**config.mk**
```make
export PLATFORM = sky130hd
export DESIGN_NAME = spoll_status_unit
export DESIGN_NICKNAME = d
export VERILOG_FILES = /design/src/rtl/spoll_pkg.sv /design/src/rtl/spoll_level_flags.sv /design/src/rtl/spoll_srq_latch.sv /design/src/rtl/spoll_byte_pack.sv /design/src/rtl/spoll_status_unit.sv
export SDC_FILE = /design/constraint.sdc
export NUM_CORES = 1
export LEC_CHECK = 0
export BUFFER_PORTS_ARGS = -buffer_cell sky130_fd_sc_hd__buf_4
export CAP_MARGIN = 20
export CORE_AREA = 2 2 39 41
export DETAILED_ROUTE_END_ITERATION = 7
export DIE_AREA = 0 0 41 43
export HOLD_SLACK_MARGIN = 0.12
export PLACE_DENSITY = 0.77
export SETUP_SLACK_MARGIN = 0.05
export SKIP_CTS_REPAIR_TIMING = 1
export SYNTH_ARGS = -nofsm -noshare
export SYNTH_HDL_FRONTEND = slang
export SYNTH_SLANG_ARGS = --single-unit
export TNS_END_PERCENT = 5
```
**constraint.sdc**
```tcl
create_clock -name clk -period 4.8 [get_ports clk]
set_input_delay 0.96 -clock clk [delete_from_list [all_inputs] [get_ports clk]]
set_output_delay 0.96 -clock clk [all_outputs]
set_load 0.005 [all_outputs]
```
**src/rtl/spoll_pkg.sv**
```systemverilog
package spoll_pkg;

  // Bit positions inside the serial-poll byte; the bus side decodes them.
  localparam int unsigned BIT_TX_BUSY  = 7;
  localparam int unsigned BIT_SRQ_HI   = 6;
  localparam int unsigned BIT_RX_READY = 4;
  localparam int unsigned BIT_TX_LOW   = 3;
  localparam int unsigned BIT_SRQ_LO   = 2;

  typedef struct packed {
    logic tx_busy;
    logic tx_low;
    logic rx_ready;
  } level_flags_t;

  // Free locations left in a buffer of the given depth, floored at zero.
  function automatic int unsigned free_slots(input int unsigned depth,
                                             input int unsigned occ);
    if (occ >= depth) return 0;
    return depth - occ;
  endfunction

  // Low-space test: free space at or below the mark.
  function automatic logic is_low_space(input int unsigned depth,
                                        input int unsigned occ,
                                        input int unsigned mark);
    return free_slots(depth, occ) <= mark;
  endfunction

endpackage

```
**src/rtl/spoll_level_flags.sv**
```systemverilog
module spoll_level_flags
  import spoll_pkg::*;
#(
  parameter int unsigned DEPTH    = 4096,
  parameter int unsigned LOW_MARK = 1280,
  parameter int unsigned CNT_W    = $clog2(DEPTH + 1)
) (
  input  logic [CNT_W-1:0] tx_count,
  input  logic [CNT_W-1:0] rx_count,
  output level_flags_t     flags
);

  localparam int unsigned PAD_W = 32 - CNT_W;

  logic [31:0] tx_wide;
  assign tx_wide = {{PAD_W{1'b0}}, tx_count};

  always_comb begin
    flags.tx_busy  = |tx_count;
    flags.rx_ready = |rx_count;
    flags.tx_low   = is_low_space(DEPTH, tx_wide, LOW_MARK);
  end

endmodule

```
**src/rtl/spoll_srq_latch.sv**
```systemverilog
module spoll_srq_latch (
  input  logic clk,
  input  logic rst,
  input  logic srq_enable,
  input  logic term_seen,
  input  logic poll_strobe,
  output logic srq_q,
  output logic srq_next,
  output logic set_evt,
  output logic clr_evt
);

  // A set wins over a clear in the same cycle; a low enable wins over both.
  assign set_evt  = srq_enable & term_seen;
  assign clr_evt  = srq_q & (poll_strobe | ~srq_enable) & ~set_evt;
  assign srq_next = set_evt | (srq_q & ~clr_evt);

  always_ff @(posedge clk) begin
    if (rst) srq_q <= 1'b0;
    else     srq_q <= srq_next;
  end

endmodule

```
**src/rtl/spoll_byte_pack.sv**
```systemverilog
module spoll_byte_pack
  import spoll_pkg::*;
(
  input  logic         clk,
  input  logic         rst,
  input  level_flags_t flags,
  input  logic         srq_bit,
  output logic [7:0]   status_q
);

  logic [7:0] status_d;

  always_comb begin
    status_d = '0;
    status_d[BIT_TX_BUSY]  = flags.tx_busy;
    status_d[BIT_SRQ_HI]   = srq_bit;
    status_d[BIT_RX_READY] = flags.rx_ready;
    status_d[BIT_TX_LOW]   = flags.tx_low;
    status_d[BIT_SRQ_LO]   = srq_bit;
  end

  always_ff @(posedge clk) begin
    if (rst) status_q <= '0;
    else     status_q <= status_d;
  end

endmodule

```
**src/rtl/spoll_status_unit.sv**
```systemverilog
module spoll_status_unit
  import spoll_pkg::*;
#(
  parameter int unsigned DEPTH    = 4096,
  parameter int unsigned LOW_MARK = 1280,
  parameter int unsigned CNT_W    = $clog2(DEPTH + 1)
) (
  input  logic             clk,
  input  logic             rst,
  input  logic [CNT_W-1:0] tx_count,
  input  logic [CNT_W-1:0] rx_count,
  input  logic             term_seen,
  input  logic             srq_enable,
  input  logic             poll_strobe,
  output logic [7:0]       status_byte,
  output logic             srq_out
);

  level_flags_t lvl_flags;
  logic         srq_held;
  logic         srq_next;
  logic         srq_set_evt;
  logic         srq_clr_evt;

  spoll_level_flags #(
    .DEPTH(DEPTH), .LOW_MARK(LOW_MARK), .CNT_W(CNT_W)
  ) u_levels (
    .tx_count(tx_count),
    .rx_count(rx_count),
    .flags   (lvl_flags)
  );

  spoll_srq_latch u_srq (
    .clk        (clk),
    .rst        (rst),
    .srq_enable (srq_enable),
    .term_seen  (term_seen),
    .poll_strobe(poll_strobe),
    .srq_q      (srq_held),
    .srq_next   (srq_next),
    .set_evt    (srq_set_evt),
    .clr_evt    (srq_clr_evt)
  );

  // The byte register loads the request's next state, so bits 6/2 move
  // on the same edge as the line.
  spoll_byte_pack u_pack (
    .clk     (clk),
    .rst     (rst),
    .flags   (lvl_flags),
    .srq_bit (srq_next),
    .status_q(status_byte)
  );

  assign srq_out = srq_held;

endmodule

```
### After elaboration in Yosys (flattened, before gate mapping)

Cells that the tools add are included.

* add/sub/neg operators: 1
* $mul: 0
* divide/modulo/power cells: 0
* magnitude comparators: 2
* equal/unequal tests: 0
* shift-type cells: 0
* mux-type cells: 2
* bitwise logic cells: 9
* reductions and logical operators: 2

Operators by type and width (number)
* $le A32 B11 Y1 const B: 1
* $mux W32: 1
* $reduce_or A13 Y1: 2
* $sub A13 B13 Y14 const A: 1
* $ge A13 B13 Y1 const B: 1
* $and A1 B1 Y1: 4
* $not A1 Y1: 3
* $or A1 B1 Y1: 2
* $mux W1: 1

* bits in registers: 9
* bits in latches: 0
* bits in writable memories: 0
* ROM bits: 0
* output and inout port bits: 9
* word-level logic and storage cells: 19
* memories kept: 0

### Logic depth before layout (Yosys ltp)

* word-level depth: 7
* mapped depth: 6
* mapped depth without buffers: 6

### Cells and area by module

Synthesis repeated with hierarchy kept, for this count alone.

* cells, all modules: 55
* area, all modules: 459.2 um2

By module, submodules not included
* spoll_level_flags: instances 1, cells an instance 34, area each 245.2 um2
* spoll_byte_pack: instances 1, cells an instance 13, area each 138.9 um2
* spoll_srq_latch: instances 1, cells an instance 8, area each 75.1 um2

### Worst setup path after synthesis

No wires, ideal clock.

* path kind: input to register
* from: input port tx_count[0]
* to: register u_pack.status_q[3]
* data arrival time: 2.247 ns
* setup slack: 2.452 ns
* stages on the path: 6
* path buffers: 0
* path through: inv_1 -> ha_1 -> or3b_2 -> a211oi_1 -> a2111oi_0 -> o41ai_1

* longest elaborated chain between the ends: 4
* elaborated cells on any way between the ends: 5
* those cells by class: 1 x add/sub; 2 x order compare; 2 x mux

RTL lines
* from (decl): line spoll_status_unit.sv:10 `input logic [CNT_W-1:0] tx_count,`
* $ge A13 B13 Y1: line spoll_pkg.sv:19 `if (occ >= depth) return 0;`
* $mux W1: line spoll_pkg.sv:19
* $mux W32 (*): line spoll_pkg.sv:20 `return depth - occ;`
* $le A32 B11 Y1 (*): line spoll_pkg.sv:27 `return free_slots(depth, occ) <= mark;`
* to (signal assigned): line spoll_byte_pack.sv:24 `else status_q <= status_d;`
* to (decl): line spoll_byte_pack.sv:8 `output logic [7:0] status_q`

Every way passes the cells marked *; elsewhere a longest branch is shown, timed or not.
A chain may end at the register's enable or synchronous reset.

### Final worst setup path

Same ends and word-level chain as after synthesis.

==> run_results.csv <==
group,metric,value,unit
status,status,"finished, final reports clean",
logic_synthesis,netlist_instances,51,
die,die_x,41,µm
clock_tree,clock-sinks,4,
clock_tree,path_clk_slew,0.03,ns
timing,fin_skew,0,ns
logic_synthesis,synthDistinctLibCells,29,
power_and_ir_drop,powerDensity,170,mW/mm²
timing,max_slew_margin,0.640,
detailed_routing,wl_per_cell,11.5,µm
clock_tree,cts_tree,"done",
timing,hold_viol,0,
global_route,grt_pass1_wl,1640,µm
cells_and_area,n_fill_cell,140,
detailed_routing,routed_wl,1190,µm
die,core_area,0.00138,mm²
place,post-place-cells,100,
timing,hold_slack,0.571,ns
die,start_util,0.295,
cells_and_area,syn_to_final_growth,69.3,%
logic_synthesis,ys_seq_area_frac,0.196,
logic_synthesis,ys.warnings.count,0,
detailed_routing,drtIter0Drc,6,
cells_and_area,fin_area,691,µm²
setup_path,cp_slowest_cell,"or3b_2",
place,dpl.hpwl,1030,µm
setup_path,crit_buf_inv,2,
cells_and_area,drive_gt1_frac,0.506,
logic_synthesis,synth_area,408,µm²
clock_tree,clockBufferDepth,2,
setup_path,arrival,2.46,ns
setup_path,cp_data_required_time,4.92,ns
setup_path,cp_top_family,"compound AO/OA/AOI/OAI gates",
die,io_pins,40,
setup_path,r2r_slack,4.13,ns
setup_path,crit_chain,"buf_4 > inv_1 > ha_1 > or3b_2 > a211oi_1 > a2111oi_0 > o41ai_1",
timing,tightestPinTransition,0.535,ns
setup_path,crit_type,"in2reg",
place,portBuffers,36,
setup_path,cp_slowest_stage_delay,0.46,ns
clock_tree,clock_latency,0.23,ns
clock_tree,numCtsBuffers,3,
power_and_ir_drop,p_leak,0.321,nW
cells_and_area,regMostFlops,"u_pack.status_q",
cells_and_area,layoutNonFillerInstCount,103,
global_route,grt_pass1_vias,461,
hold_path,hold_class,"reg2reg",
die,placementRows,14,
logic_synthesis,avgSynthCellArea,8.00,µm²
timing,slew_viol_final,0,
power_and_ir_drop,ir_drop,0.0000528,V
clock_tree,ctsHtreeMaxLevel,1,
die,die_area,0.00176,mm²
timing,fmax,428,MHz
detailed_routing,routed_via_density,5.19,
global_route,grt_max_degree,6,
detailed_routing,drc_errors,0,
setup_path,crit_fanout,5,
cells_and_area,fin_nets,121,
timing,setup_tns,0,ns
timing,setup_viol,0,
flow_run,max-cap-violations,0,
die,die_y,43,µm
place,gp_congestion,0.869,
cells_and_area,top_regs,"u_pack.status_q x4",
place,place_area,668,µm²
timing,fin_crit_sh,0.486,
cells_and_area,largest_reg_flops,4,
global_route,antenna_found_initial,0,
detailed_routing,drtPass1Iterations,4,
clock_tree,root_buffer,"clkbuf_4",
detailed_routing,vias,535,
global_route,grt_overflow,0,
logic_synthesis,ys_ff_latch,4,
setup_path,start_kind,"input port",
timing,fin_crit,2.33,ns
cells_and_area,antenna_cells,0,
timing,rsz0062_at_grt,"no",
detailed_routing,postRouteAntennaNets,0,
global_route,grt_usage,0.137,
setup_path,critPathCaptureType,"register",
[worst paths after layout]
path	from	to	cells after the start
hold reg to reg	u_pack.status_q[6]	u_pack.status_q[6]	2
setup / recovery	tx_count[0]	u_pack.status_q[3]	7
setup reg to reg	u_pack.status_q[6]	u_pack.status_q[6]	2
hold / removal	u_pack.status_q[6]	u_pack.status_q[6]	2
[synth_stat cells]
| cell | count | share of area |
|---|---|---|
| nor2b_1 | 2 | 0.031 |
| nor4_1 | 3 | 0.046 |
| nand4_1 | 2 | 0.031 |
| buf_4 | 5 | 0.092 |
| a211oi_1 | 1 | 0.018 |
| a31o_2 | 2 | 0.043 |
| nor2_1 | 5 | 0.046 |
| nand2b_1 | 1 | 0.015 |
| a2111oi_0 | 1 | 0.021 |
| a31oi_1 | 1 | 0.015 |
| and3_1 | 1 | 0.015 |
| nor3_1 | 3 | 0.037 |
| or3_1 | 3 | 0.046 |
| or4_4 | 1 | 0.028 |
| nor4_4 | 1 | 0.052 |
| mux2i_1 | 1 | 0.025 |
| o211ai_1 | 1 | 0.018 |
| or3b_2 | 1 | 0.021 |
| dfxtp_1 | 4 | 0.20 |
| or2b_1 | 1 | 0.018 |
| nand3b_1 | 1 | 0.018 |
| ha_1 | 1 | 0.031 |
| a41oi_1 | 1 | 0.021 |
| conb_1 | 1 | 0.0092 |
| inv_1 | 3 | 0.028 |
| a21oi_1 | 1 | 0.012 |
| nor3b_1 | 1 | 0.018 |
| o41ai_1 | 1 | 0.021 |
| a32o_1 | 1 | 0.025 |
[worst reg2reg max path, cell delays in order (launching register included)]
cell and delay [ns]:
dfxtp_1 0.35, a21oi_1 0.08, nor3b_1 0.15
[power by group]
group,switching [mW],internal (mW),leakage (nW)
sequential,0.000779,0.0354,0.0335
combinational,0.0151,0.0252,0.273
clock,0.0133,0.0279,0.0138
total,0.0291,0.0885,0.321
[per-layer routing]
layer,share of wire,GRT usage,vias to the layer above,wire length [µm]
met4,0.012,0.100,0,14
met5,0,0,-,0
met1,0.33,0.118,233,390
met3,0.18,0.0262,2,209
li1,-,-,266,-
met2,0.48,0.250,34,573
[cell usage in the layout, fill, tap and decap left out, drive strengths merged]
| cell type | instances |
|---|---|
| buf | 36 |
| nor2 | 5 |
| dfxtp | 4 |
| nor4 | 4 |
| inv | 3 |
| or3 | 3 |
| nor3 | 3 |
| conb | 3 |
| clkbuf | 3 |
| nor2b | 2 |
| a31o | 2 |
| nand4 | 2 |
| a21oi | 1 |
| nor3b | 1 |
| or4 | 1 |
| a31oi | 1 |
| a41oi | 1 |
| mux2i | 1 |
| nand3b | 1 |
| or2b | 1 |
| or3b | 1 |
| a211oi | 1 |
| and3 | 1 |
| a2111oi | 1 |
| o211ai | 1 |
| a32o | 1 |
| nand2b | 1 |
| o41ai | 1 |
| ha | 1 |
[final cells by class]
cell class	count	area (µm²)	area share
multi-input cells	41	287	0.415
inverters	3	11.3	0.0163
well taps	16	20.0	0.0290
repair buffers	36	270	0.391
flip-flops and latches	4	80.1	0.116
clock buffers	3	22.5	0.0326
[through the flow]
step           power (mW)  setup slack [ns]  utilization
6_report            0.118              2.47        0.499
5_1_grt             0.125              2.45        0.499
4_1_cts             0.120              2.49        0.499
3_5_place_dp       0.0771              2.26        0.483
3_3_place_gp       0.0760              2.28        0.483
2_1_floorplan      0.0514              2.45            -
[cell families (layout without fill, tap and decap cells)]
logic type,count (synthesis),count (layout),share of synthesized area
compound gates,10,10,0.196
fa+ha+maj,1,1,0.0307
buf+inv,8,42,0.120
flops,4,4,0.196
mux,1,1,0.0245
other cells,1,3,0.00919
simple gates,26,26,0.423
No activity file was read; power rests on OpenSTA's default activity.
